File: config.mk
export PLATFORM = sky130hd
export DESIGN_NAME = bloom_key_hasher
export DESIGN_NICKNAME = d
export VERILOG_FILES = /design/src/rtl/bkh_pkg.sv /design/src/rtl/bkh_chunk_span.sv /design/src/rtl/bkh_byte_mux.sv /design/src/rtl/bkh_crc_step.sv /design/src/rtl/bloom_key_hasher.sv
export SDC_FILE = /design/constraint.sdc
export NUM_CORES = 1
export LEC_CHECK = 0
export BUFFER_PORTS_ARGS = -buffer_cell sky130_fd_sc_hd__buf_4
export CAP_MARGIN = 20
export CORE_MARGIN = 5
export CORE_UTILIZATION = 30
export CTS_CLUSTER_DIAMETER = 60
export DETAILED_ROUTE_END_ITERATION = 10
export GPL_ROUTABILITY_DRIVEN = 0
export GPL_TIMING_DRIVEN = 1
export PLACE_DENSITY = 0.59
export SLEW_MARGIN = 5
export SYNTH_ARGS = -nofsm -noshare
export SYNTH_HDL_FRONTEND = slang
export SYNTH_SLANG_ARGS = --single-unit
File: constraint.sdc
create_clock -name clk -period 6.3 [get_ports clk]
set_input_delay 0.315 -clock clk [delete_from_list [all_inputs] [get_ports clk]]
set_output_delay 0.315 -clock clk [all_outputs]
set_load 0.01 [all_outputs]
File: src/rtl/bkh_pkg.sv
package bkh_pkg;
    localparam int HASH_W           = 16;
    localparam int MASK_W           = 4;
    localparam int REGION_W         = 12;
    localparam int ID_W             = MASK_W + REGION_W;
    localparam int PAD_BYTES        = 3;
    localparam int ID_BYTES         = ID_W / 8;
    localparam int HDR_BYTES        = PAD_BYTES + ID_BYTES;
    localparam int BLOCK_BYTES      = 18;
    localparam int CHUNK_BYTES      = HDR_BYTES + BLOCK_BYTES;
    localparam int MAX_CHUNKS       = 3;
    localparam int BLOCKS_PER_CHUNK = 4;
    localparam int KEY_OFS          = 2;
    localparam int KEY_BYTES        = KEY_OFS + MAX_CHUNKS * BLOCK_BYTES;
    localparam int KEY_W            = KEY_BYTES * 8;
    localparam int CNT_W            = 4;
    localparam int POS_W            = $clog2(CHUNK_BYTES);
    localparam int CHK_W            = $clog2(MAX_CHUNKS + 1);
    localparam int IDX_W            = $clog2(KEY_BYTES) + 1;

    typedef logic [POS_W-1:0] pos_t;
    typedef logic [CHK_W-1:0] chunk_t;

    typedef struct packed {
        logic              busy;
        chunk_t            chunk;
        pos_t              pos;
        logic [HASH_W-1:0] crc;
        logic [ID_W-1:0]   id;
        logic [KEY_W-1:0]  key;
        logic              done;
        logic [HASH_W-1:0] hash;
    } hasher_state_t;
endpackage

File: src/rtl/bkh_chunk_span.sv
module bkh_chunk_span
    import bkh_pkg::*;
(
    input  logic [CNT_W-1:0] block_cnt_i,
    output chunk_t           first_chunk_o
);
    logic [CNT_W-1:0] used_d;
    logic [CNT_W-1:0] chunks_d;

    always_comb begin
        used_d = (block_cnt_i == '0) ? CNT_W'(1) : block_cnt_i;
        chunks_d = CNT_W'((used_d - CNT_W'(1)) / CNT_W'(BLOCKS_PER_CHUNK)) + CNT_W'(1);
        if (chunks_d > CNT_W'(MAX_CHUNKS)) begin
            chunks_d = CNT_W'(MAX_CHUNKS);
        end
        first_chunk_o = chunk_t'(CNT_W'(MAX_CHUNKS) - chunks_d);
    end
endmodule

File: src/rtl/bkh_byte_mux.sv
module bkh_byte_mux
    import bkh_pkg::*;
(
    input  logic [KEY_W-1:0] key_i,
    input  logic [ID_W-1:0]  id_i,
    input  chunk_t           chunk_i,
    input  pos_t             pos_i,
    output logic [7:0]       byte_o
);
    logic [IDX_W-1:0] idx_d;
    logic [KEY_W-1:0] shifted_d;

    always_comb begin
        idx_d = IDX_W'(KEY_OFS) + IDX_W'(BLOCK_BYTES) * IDX_W'(chunk_i)
              + IDX_W'(pos_i) - IDX_W'(HDR_BYTES);
        shifted_d = key_i >> {idx_d, 3'b000};
        if (pos_i < pos_t'(PAD_BYTES)) begin
            byte_o = 8'h00;
        end else if (pos_i == pos_t'(PAD_BYTES)) begin
            byte_o = id_i[ID_W-1 -: 8];
        end else if (pos_i < pos_t'(HDR_BYTES)) begin
            byte_o = id_i[7:0];
        end else begin
            byte_o = shifted_d[7:0];
        end
    end
endmodule

File: src/rtl/bkh_crc_step.sv
module bkh_crc_step
    import bkh_pkg::*;
#(
    parameter logic [HASH_W-1:0] POLY = 16'h8529
) (
    input  logic [HASH_W-1:0] crc_i,
    input  logic [7:0]        byte_i,
    output logic [HASH_W-1:0] crc_o
);
    logic [HASH_W-1:0] stage [0:8];

    assign stage[0] = crc_i ^ {byte_i, {(HASH_W-8){1'b0}}};

    for (genvar g = 0; g < 8; g++) begin : g_bit
        assign stage[g+1] = stage[g][HASH_W-1]
                          ? ({stage[g][HASH_W-2:0], 1'b0} ^ POLY)
                          :  {stage[g][HASH_W-2:0], 1'b0};
    end

    assign crc_o = stage[8];
endmodule

File: src/rtl/bloom_key_hasher.sv
module bloom_key_hasher
    import bkh_pkg::*;
#(
    parameter logic [HASH_W-1:0] POLY = 16'h8529
) (
    input  logic                clk,
    input  logic                rst_n,
    input  logic                start_i,
    input  logic [KEY_W-1:0]    key_i,
    input  logic [CNT_W-1:0]    block_cnt_i,
    input  logic [MASK_W-1:0]   mask_id_i,
    input  logic [REGION_W-1:0] region_id_i,
    output logic                done_o,
    output logic [HASH_W-1:0]   hash_o
);
    hasher_state_t     s_d, s_q;
    chunk_t            first_chunk;
    logic [7:0]        cur_byte;
    logic [HASH_W-1:0] crc_next;
    logic              last_byte;

    bkh_chunk_span u_span (
        .block_cnt_i   (block_cnt_i),
        .first_chunk_o (first_chunk)
    );

    bkh_byte_mux u_mux (
        .key_i   (s_q.key),
        .id_i    (s_q.id),
        .chunk_i (s_q.chunk),
        .pos_i   (s_q.pos),
        .byte_o  (cur_byte)
    );

    bkh_crc_step #(.POLY(POLY)) u_crc (
        .crc_i  (s_q.crc),
        .byte_i (cur_byte),
        .crc_o  (crc_next)
    );

    assign last_byte = (s_q.pos == pos_t'(CHUNK_BYTES - 1))
                    && (s_q.chunk == chunk_t'(MAX_CHUNKS - 1));

    always_comb begin
        s_d      = s_q;
        s_d.done = 1'b0;
        if (!s_q.busy) begin
            if (start_i) begin
                s_d.busy  = 1'b1;
                s_d.chunk = first_chunk;
                s_d.pos   = '0;
                s_d.crc   = '0;
                s_d.id    = {region_id_i, mask_id_i};
                s_d.key   = key_i;
            end
        end else begin
            s_d.crc = crc_next;
            if (s_q.pos == pos_t'(CHUNK_BYTES - 1)) begin
                s_d.pos = '0;
                if (last_byte) begin
                    s_d.busy = 1'b0;
                    s_d.done = 1'b1;
                    s_d.hash = crc_next;
                end else begin
                    s_d.chunk = s_q.chunk + chunk_t'(1);
                end
            end else begin
                s_d.pos = s_q.pos + pos_t'(1);
            end
        end
    end

    always_ff @(posedge clk) begin
        if (!rst_n) begin
            s_q <= '0;
        end else begin
            s_q <= s_d;
        end
    end

    assign done_o = s_q.done;
    assign hash_o = s_q.hash;

    a_r7_done_single: assert property (@(posedge clk) disable iff (!rst_n)
        done_o |=> !done_o);

    a_r9_hash_hold: assert property (@(posedge clk) disable iff (!rst_n)
        !done_o |-> $stable(hash_o));

    a_r8_busy_ignores_start: assert property (@(posedge clk) disable iff (!rst_n)
        (s_q.busy && start_i && !last_byte) |=> (s_q.busy && $stable(s_q.id) && $stable(s_q.key)));

    a_r2_pad_zero: assert property (@(posedge clk) disable iff (!rst_n)
        (s_q.busy && s_q.pos < pos_t'(PAD_BYTES)) |-> (cur_byte == 8'h00));

    a_r3_id_high_first: assert property (@(posedge clk) disable iff (!rst_n)
        (s_q.busy && s_q.pos == pos_t'(PAD_BYTES)) |-> (cur_byte == s_q.id[ID_W-1 -: 8]));

    a_r6_counter_bounds: assert property (@(posedge clk) disable iff (!rst_n)
        s_q.busy |-> (s_q.pos < pos_t'(CHUNK_BYTES) && s_q.chunk < chunk_t'(MAX_CHUNKS)));

    a_r4_single_chunk_start: assert property (@(posedge clk) disable iff (!rst_n)
        (!s_q.busy && start_i && block_cnt_i <= CNT_W'(BLOCKS_PER_CHUNK))
        |=> (s_q.busy && s_q.chunk == chunk_t'(MAX_CHUNKS - 1)));

    a_r1_crc_cleared: assert property (@(posedge clk) disable iff (!rst_n)
        (!s_q.busy && start_i) |=> (s_q.crc == '0 && s_q.pos == '0));
endmodule

## Yosys cells after proc, flatten, opt, wreduce, memory -nomap -nowiden

Index checks and enable logic that the tools add are counted.

- Register bits after elaboration: 505
- Bits of input ports: 471
- Word-level logic and storage cells: 63
- Output and inout port bits: 17

- Add/subtract/negate cells: 8
- Reduce and logical (&&, ||, !) cells: 7
- Multiplexer cells: 20
- Multipliers: 1
- Shift-type cells: 1
- Order comparisons: 3
- Bitwise gates (word level): 10
- Eq/ne operators: 5

Operator list:

| cell | number |
|---|---|
| $mux W488 | 1 |
| $shr A448 B10 Y8 | 1 |
| $mux W16 | 8 |
| $not A6 Y6 | 8 |
| $mux W24 | 1 |
| $mux W8 | 3 |
| $mux W17 | 1 |
| $xor A16 B16 Y16 | 1 |
| $reduce_and A3 Y1 | 3 |
| $add A2 B7 Y7 const A | 1 |
| $add A7 B5 Y7 | 1 |
| $sub A7 B3 Y7 const B | 1 |
| $mul A4 B2 Y6 const A | 1 |
| $add A5 B1 Y5 const B | 1 |
| $eq A5 B2 Y1 const B | 1 |
| $eq A5 B5 Y1 const B | 1 |
| $lt A5 B2 Y1 const B | 1 |
| $lt A5 B3 Y1 const B | 1 |
| $mux W5 | 1 |
| $logic_not A4 Y1 | 1 |
| $mux W2 | 2 |
| $mux W4 | 1 |
| $sub A4 B1 Y4 const B | 1 |
| $add A2 B1 Y3 const B | 1 |
| 12 further kinds | 12 |

## Logic depth before layout (Yosys ltp)

Gate-level depths: netlist of the first run.

- Depth in word-level cells: 26
- Gate-level depth with buffers: 19
- Mapped depth without buffers: 15

## Cells and area by module

A second synthesis of the first run with hierarchy kept.

- Cells, all modules: 2578
- Area total of the unflattened synthesis: 22322.7 sq um

By module, submodules not included:

| module | seq. area each (sq um) | cells each | area each (sq um) | instances |
|---|---|---|---|---|
| bloom_key_hasher | 10109.7 | 2222 | 17668.2 | 1 |
| bkh_byte_mux | 0.0 | 315 | 4249.1 | 1 |
| bkh_crc_step | 0.0 | 35 | 369.1 | 1 |
| bkh_chunk_span | 0.0 | 6 | 36.3 | 1 |

## Worst setup path after synthesis of the first run

Ideal clock, no wire load.

- Path type: reg-to-reg
- From: reg s_q[498] (netlist name)
- To: reg s_q[496] (netlist name)
- Setup time: 95 ps
- Arrival: 4478 ps
- Stages on the path, launching flop included: 17
- Buffers on the path: 3
- Period minus slack after synthesis: 4573 ps
- Data required time: 6205 ps
- Slack: 1727 ps
- Cells stage by stage: dfxtp_1 ha_1 ha_1 fa_1 buf_4 buf_2 buf_2 mux4_2 mux2i_1 nor3_1 o311ai_1 a21oi_1 xor2_1 xor3_2 xnor2_1 or3_1 o311ai_1

- Cells in the longest elaborated chain, start to end: 18
- Elaborated cells on any way between the ends: 27
- Those cells by class: add/sub (2); order compare (2); eq/ne (1); shift (1); mux (12); bitwise (9)

Ends and longest elaborated chain:

| what | line | RTL |
|---|---|---|
| start, declared | bloom_key_hasher.sv:16 | `hasher_state_t s_d, s_q;` |
| start signal, assigned | bloom_key_hasher.sv:75 | `s_q <= '0;` |
| start signal, assigned | bloom_key_hasher.sv:77 | `s_q <= s_d;` |
| $add A7 B5 Y7 | bkh_byte_mux.sv:15 | `+ IDX_W'(pos_i) - IDX_W'(HDR_BYTES);` |
| $sub A7 B3 Y7 | bkh_byte_mux.sv:15 |  |
| $shr A448 B10 Y8 | bkh_byte_mux.sv:16 | `shifted_d = key_i >> {idx_d, 3'b000};` |
| $mux W8 | bkh_byte_mux.sv:21 | `end else if (pos_i < pos_t'(HDR_BYTES)) begin` |
| $mux W8 | bkh_byte_mux.sv:19 | `end else if (pos_i == pos_t'(PAD_BYTES)) begin` |
| $mux W8 (*) | bkh_byte_mux.sv:17 | `if (pos_i < pos_t'(PAD_BYTES)) begin` |
| $xor A16 B16 Y16 (*) | bkh_crc_step.sv:12 | `assign stage[0] = crc_i ^ {byte_i, {(HASH_W-8){1'b0}}};` |
| $mux W16 (*) (2 in series) | bkh_crc_step.sv:16 | `? ({stage[g][HASH_W-2:0], 1'b0} ^ POLY)` |
| $not A6 Y6 (no line) or $mux W16 (tied branches) | n/a |  |
| $mux W16 (*) (5 in series) | bkh_crc_step.sv:16 |  |
| $not A6 Y6 (no line) or $mux W16 (tied branches) | n/a |  |
| $mux W16 (*) | bkh_crc_step.sv:16 |  |
| $mux W24 (*) | bloom_key_hasher.sv:47 | `if (!s_q.busy) begin` |

Every way passes the cells marked *; elsewhere a longest branch is shown, timed or not.
A chain may end at the register's enable or synchronous reset.

## Worst setup path in the final report of the first run

Same ends and word-level chain as after synthesis.

==> impl_metrics.env, run 1 <==
export IMPL_status="finished clean"
export IMPL_hold_viol=0
export IMPL_ys_flop_type="dfxtp_1"
export IMPL_ys_seq_area_share_pct=45.2
export IMPL_required_ns=6.77
export IMPL_synth_edff_count=0
export IMPL_critPathMostFrequentCell="o311ai_1"
export IMPL_cts_buffers=60
export IMPL_die_area_mm2=0.0802
export IMPL_timing_final_crit_share_pct=88.5
export IMPL_utilization_pct=44.7
export IMPL_num_fill_cells=7014
export IMPL_core_region_area_mm2=0.0742
export IMPL_synthCells=2585
export IMPL_drc=0
export IMPL_pin_count=488
export IMPL_clockBufferDepth=3
export IMPL_yosys_area_top_type="dfxtp_1"
export IMPL_synth_fp_nets=3068
export IMPL_cts_sinks=505
export IMPL_fin_skew_ns=0.0444
export IMPL_ys_top_cells_by_area="dfxtp_1, nand2_1, mux4_2"
export IMPL_synth_most_common_cell="nand2_1"
export IMPL_multiInputGateArea_mm2=0.0112
export IMPL_startpoint_type="flip-flop"
export IMPL_clock_latency_ns=0.64
export IMPL_critPathTopFamily="adder cells"
export IMPL_dr_pass1_iters=7
export IMPL_fmax_mhz=179
export IMPL_die_y_um=283
export IMPL_path_class="reg -> reg"
export IMPL_dpl_hpwl_um=61400
export IMPL_placedCellCount=3853
export IMPL_setup_viol=0
export IMPL_synth_cell_types=73
export IMPL_powerDensity_mw_per_mm2=270
export IMPL_vdd_drop_max_v=0.000199
export IMPL_cts_resized=0
export IMPL_final_antenna_net_count=0
export IMPL_vias_per_cell=4.97
export IMPL_grt_pass1_vias=22200
export IMPL_whs_ns=0.0376
export IMPL_path_clk_slew_ns=0.06
export IMPL_antenna_found_initial=6
export IMPL_synth_commonest_cells="nand2_1, dfxtp_1, a21oi_1"
export IMPL_grt_usage_pct=21.3
export IMPL_tns_ns=0
export IMPL_critPathMaxStageDelay_ns=1.23
export IMPL_num_vias=22000
export IMPL_drt_iter0_markers=1814
export IMPL_gr_total_overflow=0
export IMPL_syn_area_mm2=0.0224
export IMPL_end_kind="flip-flop"
export IMPL_cts_max_level=2
export IMPL_rsz0062_at_grt="false"
export IMPL_yosysWarningCount=0
export IMPL_synth_seq_cells=505
export IMPL_relSlewSlack_pct=22.5
export IMPL_portBuffers=487
export IMPL_hold_class="in -> reg"
export IMPL_avgRoutedWirePerCell_um=20.2
export IMPL_cp_slowest_cell="fa_4"
export IMPL_avgSynthCellArea_um2=8.66
export IMPL_grt_pass1_wl_um=134000
export IMPL_die_w_um=283
export IMPL_grt_max_degree=223
export IMPL_period_minus_slack_ns=5.58
export IMPL_cts_tree="built"
export IMPL_drt_total_wl_um=89400
export IMPL_worstPathBufferInverterCount=1
export IMPL_cellLeakagePower_nw=13.0
export IMPL_syn2layout_area_growth_pct=48.1
export IMPL_final_cells=4422
export IMPL_root_buffer="clkbuf_16"
export IMPL_cp_data_arrival_time_ns=6.05
export IMPL_worst_slew_pin_slew_ns=1.16
export IMPL_start_util_pct=30.2
export IMPL_path_max_fanout=30
export IMPL_drive_gt1_share_pct=22.6
export IMPL_fin_ws_ns=0.722
export IMPL_rows=100
export IMPL_maxCapViolations=0
export IMPL_ff_latch_area_mm2=0.0101
export IMPL_yosys_area_top_type_share_pct=45.2
export IMPL_dp_slack_ns=0.668
export IMPL_nets=3879
export IMPL_crit_chain="ha_1, ha_4, fa_4, buf_4, mux4_2, mux2i_1, nor3_1, o311ai_1, a21oi_1, xor2_1, xor3_2, xnor2_1, or3_1, o311ai_1"
export IMPL_async_reset_ff_share_pct=0
export IMPL_drv_slew=0
routing by layer:
layer | track usage (%) | share of wire (%) | vias up
met5 | 0 | 0.017 | -
met4 | 9.14 | 4.8 | 4
met3 | 4.62 | 6.6 | 229
met2 | 34.2 | 46 | 812
met1 | 28.0 | 43 | 10500
li1 | - | - | 10400
cells in the final DEF, fill, tap and decap left out, types with 4 or more instances in the layout:
cell type	count
diode_2	6
clkbuf_16	61
nand2_1	960
a211oi_2	4
nand3_1	16
xnor2_1	20
mux4_2	122
and3_1	5
buf_12	8
o21ai_0	13
xor2_1	4
ha_1	10
inv_8	4
mux2i_1	16
inv_6	4
a211oi_1	16
inv_1	16
o21a_1	7
nor2b_1	5
xnor2_2	5
clkbuf_1	13
a21oi_1	491
clkbuf_8	18
buf_4	511
nor3_1	9
dlygate4sd3_1	450
mux4_1	6
clkinv_2	5
dfxtp_1	504
nor3b_1	11
nor2_1	42
o32ai_1	4
o21ai_1	4
clkinvlp_4	4
per-stage QoR:
stage	total power [mW]	area, um^2
after floorplan	4.64	22400
after global placement	5.22	26600
after detailed placement	5.24	26600
after CTS	9.03	33100
after global routing	9.33	33100
final	8.96	33100
power by group:
group | switching (mW) | leakage [nW] | internal, mW
clock network | 1.46 | 1.00 | 2.09
registers | 0.138 | 4.14 | 3.40
logic | 0.932 | 7.89 | 0.945
flip-flops by register name, indices dropped and copies added, names as in the netlist:
register / flops
done_o: 1
hash_o: 16
s_q: 488
cell type report:
| class | instances | share of cell area (%) |
|---|---|---|
| antenna | 6 | 0.0453 |
| clock buffer | 92 | 5.50 |
| clock inverter | 21 | 0.698 |
| inverter | 19 | 0.238 |
| multi-input combinational | 1841 | 33.7 |
| sequential | 505 | 30.5 |
| tap | 969 | 3.66 |
| timing repair buffer | 969 | 25.6 |
repair_timing:
action | CTS | global route
hold buffers | 450 | 0
buffers inserted | 0 | 0
hold endpoints to repair | 450 | 0
cells by family after synthesis:
logic type	share of synthesized area [%]
buf+inv	5.10
mux	13.8
compound gates	14.3
flops	45.2
simple gates	18.6
xor+xnor	2.29
fa+ha+maj	0.705
worst paths after layout:
path / from / to / cells after the start / slack [ns]
worst max-delay path: s_q[498]$_SDFFE_PN0P_ / s_q[496]$_SDFFE_PN0P_ / 14 / 0.72
worst min-delay path: key_i[378] / s_q[395]$_SDFFE_PN0P_ / 3 / 0.04
worst max register to register: s_q[498]$_SDFFE_PN0P_ / s_q[496]$_SDFFE_PN0P_ / 14 / 0.72
worst min register to register: s_q[291]$_SDFFE_PN0P_ / s_q[291]$_SDFFE_PN0P_ / 2 / 0.45
worst min-delay path, stage by stage:
cell and delay (ns):
buf_4 0.07, nand2_1 0.09, a21oi_1 0.13
(Power assumes the default switching activity.)
==> run 2, diff against run 1 <==
- CTS_BUF_LIST: not set -> sky130_fd_sc_hd__clkbuf_2 sky130_fd_sc_hd__clkbuf_4 sky130_fd_sc_hd__clkbuf_8
- SETUP_SLACK_MARGIN: not set -> 0.5
==> impl_metrics.env, run 2 (same netlist as run 1, synthesis figures left out) <==
export IMPL_start_util_pct=30.2
export IMPL_dr_pass1_iters=5
export IMPL_cp_slowest_cell="fa_4"
export IMPL_gr_total_overflow=0
export IMPL_fin_skew_ns=0.0454
export IMPL_core_region_area_mm2=0.0742
export IMPL_hold_viol=0
export IMPL_pin_count=488
export IMPL_fin_ws_ns=0.867
export IMPL_path_clk_slew_ns=0.06
export IMPL_multiInputGateArea_mm2=0.0112
export IMPL_cts_resized=0
export IMPL_drive_gt1_share_pct=23.9
export IMPL_cp_data_arrival_time_ns=5.96
export IMPL_path_class="reg -> reg"
export IMPL_vias_per_cell=4.97
export IMPL_fmax_mhz=184
export IMPL_rsz0062_at_grt="false"
export IMPL_vdd_drop_max_v=0.000118
export IMPL_die_y_um=283
export IMPL_drt_iter0_markers=1814
export IMPL_cellLeakagePower_nw=13.1
export IMPL_clock_latency_ns=0.69
export IMPL_required_ns=6.82
export IMPL_hold_class="in -> reg"
export IMPL_drc=0
export IMPL_crit_chain="inv_1, ha_1, inv_1, fa_4, buf_4, mux4_2, mux2i_1, nor3_1, o311ai_1, a21oi_1, xor2_1, xor3_2, xnor2_1, or3_1, o311ai_1"
export IMPL_num_vias=22300
export IMPL_largest_reg_flops=488
export IMPL_drt_total_wl_um=90500
export IMPL_timing_final_crit_share_pct=86.2
export IMPL_antenna_found_initial=9
export IMPL_cts_max_level=3
export IMPL_clockBufferDepth=3
export IMPL_setup_viol=0
export IMPL_relSlewSlack_pct=20.3
export IMPL_cts_tree="built"
export IMPL_dpl_hpwl_um=61400
export IMPL_finalPower_mw=8.72
export IMPL_rows=100
export IMPL_critPathMaxStageDelay_ns=1.10
export IMPL_fin_area_mm2=0.0332
export IMPL_portBuffers=487
export IMPL_num_fill_cells=7023
export IMPL_worst_slew_pin_slew_ns=1.20
export IMPL_grt_pass1_wl_um=136000
export IMPL_whs_ns=0.155
export IMPL_grt_max_degree=223
export IMPL_final_common_cell="nand2_1"
export IMPL_drv_slew=0
export IMPL_die_w_um=283
export IMPL_cts_buffers=91
export IMPL_maxCapViolations=0
export IMPL_root_buffer="clkbuf_8"
export IMPL_tns_ns=0
export IMPL_final_cell_mix="nand2_1, buf_4, dfxtp_1"
export IMPL_top_register="s_q"
export IMPL_path_max_fanout=16
export IMPL_syn2layout_area_growth_pct=48.5
export IMPL_dp_slack_ns=0.668
export IMPL_grt_pass1_vias=22700
export IMPL_status="finished clean"
export IMPL_grt_usage_pct=21.7
export IMPL_period_minus_slack_ns=5.43
export IMPL_powerDensity_mw_per_mm2=262
export IMPL_cts_sinks=505
export IMPL_nets=3927
export IMPL_placed_area_mm2=0.0266
export IMPL_end_kind="flip-flop"
export IMPL_final_antenna_net_count=0
export IMPL_avgRoutedWirePerCell_um=20.2
export IMPL_ff_latch_area_mm2=0.0101
export IMPL_startpoint_type="flip-flop"
export IMPL_die_area_mm2=0.0802
==> run 2: where the power goes <==
part           switching, mW  total [mW]  internal, mW
logic                  0.940        1.89         0.954
registers              0.137        3.54          3.40
clock network           1.40        3.29          1.89
==> run 2: worst paths after layout <==
path	start	slack, ns	endpoint	cells past startpoint
min	start_i	0.15	s_q[485]$_SDFFE_PN0P_	4
max	s_q[503]$_SDFFE_PN0P_	0.87	s_q[496]$_SDFFE_PN0P_	15
max reg2reg	s_q[503]$_SDFFE_PN0P_	0.87	s_q[496]$_SDFFE_PN0P_	15
min reg2reg	s_q[103]$_SDFFE_PN0P_	0.45	s_q[103]$_SDFFE_PN0P_	2
==> run 2: stage by stage <==
stage	instances	utilization [%]
2_1_floorplan	2585	-
3_3_place_gp	3853	35.8
3_5_place_dp	3853	35.8
4_1_cts	4477	44.7
5_1_grt	4483	44.8
6_report	4485	44.8
==> run 2: area by class of cell <==
class,count,share of cell area (%)
Timing Repair Buffer,986,26.1
Clock inverter,13,0.474
Sequential cell,505,30.4
Tap cell,969,3.65
Inverter,19,0.237
Antenna cell,7,0.0527
Multi-Input combinational cell,1841,33.6
Clock buffer,145,5.40
==> run 2: worst max-delay path: cells and delay by family (launching register included) <==
family,cells,cell delay (ns)
adders and majority gates,2,1.40
xor gates and xnor gates,3,1.26
muxes,2,0.76
AOI/OAI and AO/OA,3,0.73
buffers and inverters,3,0.50
DFF,1,0.41
and+or+nand+nor,2,0.24
==> run 2: timing repair <==
action | in CTS | in global routing
hold buffers | 466 | 0
buffers inserted | 0 | 1
hold endpoints to repair | 473 | 0
setup endpoints to repair | 0 | 5
==> run 2: per-layer routing <==
layer	up-vias	GRT usage [%]	wire length, um	part of all wire [%]
met2	823	35.1	42400	47
met3	223	4.56	5920	6.5
li1	10500	-	-	-
met4	4	10.0	4310	4.8
met1	10700	27.9	37900	42
met5	-	0	15	0.017
==> run 3, diff against run 2 <==
- BUFFER_PORTS_ARGS: -buffer_cell sky130_fd_sc_hd__buf_4 -> not set
- DONT_BUFFER_PORTS: not set -> 1
- PLACE_DENSITY: 0.59 -> 0.54
==> impl_metrics.env, run 3 (same netlist as run 1, synthesis figures left out) <==
export IMPL_drt_total_wl_um=83300
export IMPL_antenna_found_initial=22
export IMPL_fmax_mhz=185
export IMPL_final_common_cell="nand2_1"
export IMPL_fin_ws_ns=0.892
export IMPL_vdd_drop_max_v=0.000198
export IMPL_period_minus_slack_ns=5.41
export IMPL_relSlewSlack_pct=27.3
export IMPL_start_util_pct=30.2
export IMPL_tns_ns=0
export IMPL_pin_count=488
export IMPL_crit_chain="ha_1, ha_4, fa_4, buf_12, mux4_2, mux4_2, a211oi_2, a2111oi_2, xnor2_2, xor3_2, xnor2_1, or3_1, o311ai_1"
export IMPL_worst_slew_pin_slew_ns=1.09
export IMPL_worstPathBufferInverterCount=1
export IMPL_end_kind="flip-flop"
export IMPL_clockBufferDepth=3
export IMPL_cellLeakagePower_nw=10.8
export IMPL_critPathLaunch="s_q[498]$_SDFFE_PN0P_"
export IMPL_timing_final_crit_share_pct=85.8
export IMPL_drv_slew=0
export IMPL_cts_max_level=3
export IMPL_gr_total_overflow=0
export IMPL_reg2reg_depth=13
export IMPL_finalPower_mw=8.69
export IMPL_cp_slowest_cell="fa_4"
export IMPL_critPathMaxStageDelay_ns=0.99
export IMPL_crit_path_end="s_q[496]$_SDFFE_PN0P_"
export IMPL_setup_viol=0
export IMPL_dpl_hpwl_um=57100
export IMPL_grt_max_degree=196
export IMPL_path_clk_slew_ns=0.07
export IMPL_largest_reg_flops=488
export IMPL_worstReg2RegStart="s_q[498]$_SDFFE_PN0P_"
export IMPL_final_antenna_net_count=0
export IMPL_drc=0
export IMPL_die_w_um=283
export IMPL_grt_pass1_wl_um=126000
export IMPL_die_y_um=283
export IMPL_critPathTopFamily="adder cells"
export IMPL_cts_buffers=93
export IMPL_final_cell_mix="nand2_1, dfxtp_1, a21oi_1"
export IMPL_drive_gt1_share_pct=11.6
export IMPL_root_buffer="clkbuf_8"
export IMPL_clock_latency_ns=0.70
export IMPL_path_depth=13
export IMPL_nets=3434
export IMPL_grt_usage_pct=20.0
export IMPL_dr_pass1_iters=6
export IMPL_hold_class="in -> reg"
export IMPL_cts_setup_buffers=0
export IMPL_fin_skew_ns=0.0472
export IMPL_avgRoutedWirePerCell_um=20.8
export IMPL_rrSetupSlack_ns=0.89
export IMPL_die_area_mm2=0.0802
export IMPL_path_max_fanout=45
export IMPL_path_class="reg -> reg"
export IMPL_vias_per_cell=5.00
export IMPL_cts_sinks=505
export IMPL_rsz0062_at_grt="false"
export IMPL_dp_slack_ns=0.829
export IMPL_num_vias=20000
export IMPL_syn2layout_area_growth_pct=32.7
export IMPL_powerDensity_mw_per_mm2=292
export IMPL_drt_iter0_markers=1711
export IMPL_cp_data_arrival_time_ns=5.97
export IMPL_grt_pass1_vias=20400
export IMPL_portBuffers=0
export IMPL_hold_viol=0
export IMPL_startpoint_type="flip-flop"
export IMPL_core_region_area_mm2=0.0742
export IMPL_rows=100
export IMPL_cts_tree="built"
export IMPL_top_register="s_q"
export IMPL_required_ns=6.86
export IMPL_maxCapViolations=0
export IMPL_r2r_end="s_q[496]$_SDFFE_PN0P_"
export IMPL_status="finished clean"
export IMPL_critPathMostFrequentCell="mux4_2"
run 3: how the worst min path moves through the flow:
stage | end | startpoint | slack [ns] | cells past startpoint
4_1_cts | s_q[503]$_SDFFE_PN0P_ | block_cnt_i[2] | 0.21 | 4
6_report | s_q[476]$_SDFFE_PN0P_ | start_i | 0.24 | 4
3_3_place_gp | s_q[403]$_SDFFE_PN0P_ | s_q[403]$_SDFFE_PN0P_ | 0.44 | 2
3_5_place_dp | s_q[327]$_SDFFE_PN0P_ | s_q[327]$_SDFFE_PN0P_ | 0.44 | 2
5_1_grt | s_q[502]$_SDFFE_PN0P_ | block_cnt_i[2] | 0.25 | 4
2_1_floorplan | s_q[107]$_SDFFE_PN0P_ | s_q[107]$_SDFFE_PN0P_ | 0.43 | 2
run 3: worst min-delay path, cell delays in order:
cell and delay, ns:
nor2b_4 0.13, buf_12 0.22, nand2_1 0.14, a21oi_1 0.05
run 3: through the flow:
stage / std cells / hold WS, ns / cell area (um^2) / util (%)
after floorplan: 2585 / 0.432 / 22400 / -
after global placement: 3358 / 0.440 / 22900 / 30.9
after detailed placement: 3358 / 0.443 / 22900 / 30.9
after CTS: 3991 / 0.211 / 29700 / 40.0
after global routing: 4005 / 0.253 / 29700 / 40.0
final: 4009 / 0.240 / 29700 / 40.0
run 3: layer usage:
metal  global-route usage, %  wire [um]  up-vias
li1                        -          -     9538
met1                    24.9      34900     9662
met2                    33.6      39900      649
met3                    5.39       5750      169
met4                    6.90       2720        8
met5                       0         53        -
run 3: report_power, final:
part | internal [mW] | switching [mW] | leakage, nW
combinational | 0.775 | 0.876 | 5.58
sequential | 3.40 | 0.133 | 4.14
clock | 2.03 | 1.47 | 1.10
run 3: final cells by class:
cell class	count	area, um^2
inverter	19	78.8
tap	969	1210
antenna	18	45.0
sequential	505	10100
clock inverter	26	342
multi-input combinational	1841	11200
timing repair buffer	491	4990
fill	7283	44500
clock buffer	140	1750
run 3: repair_timing:
item,in CTS,in global routing
hold buffers,467,0
hold endpoints to repair,491,0
resized for setup,0,1
setup endpoints to repair,0,1
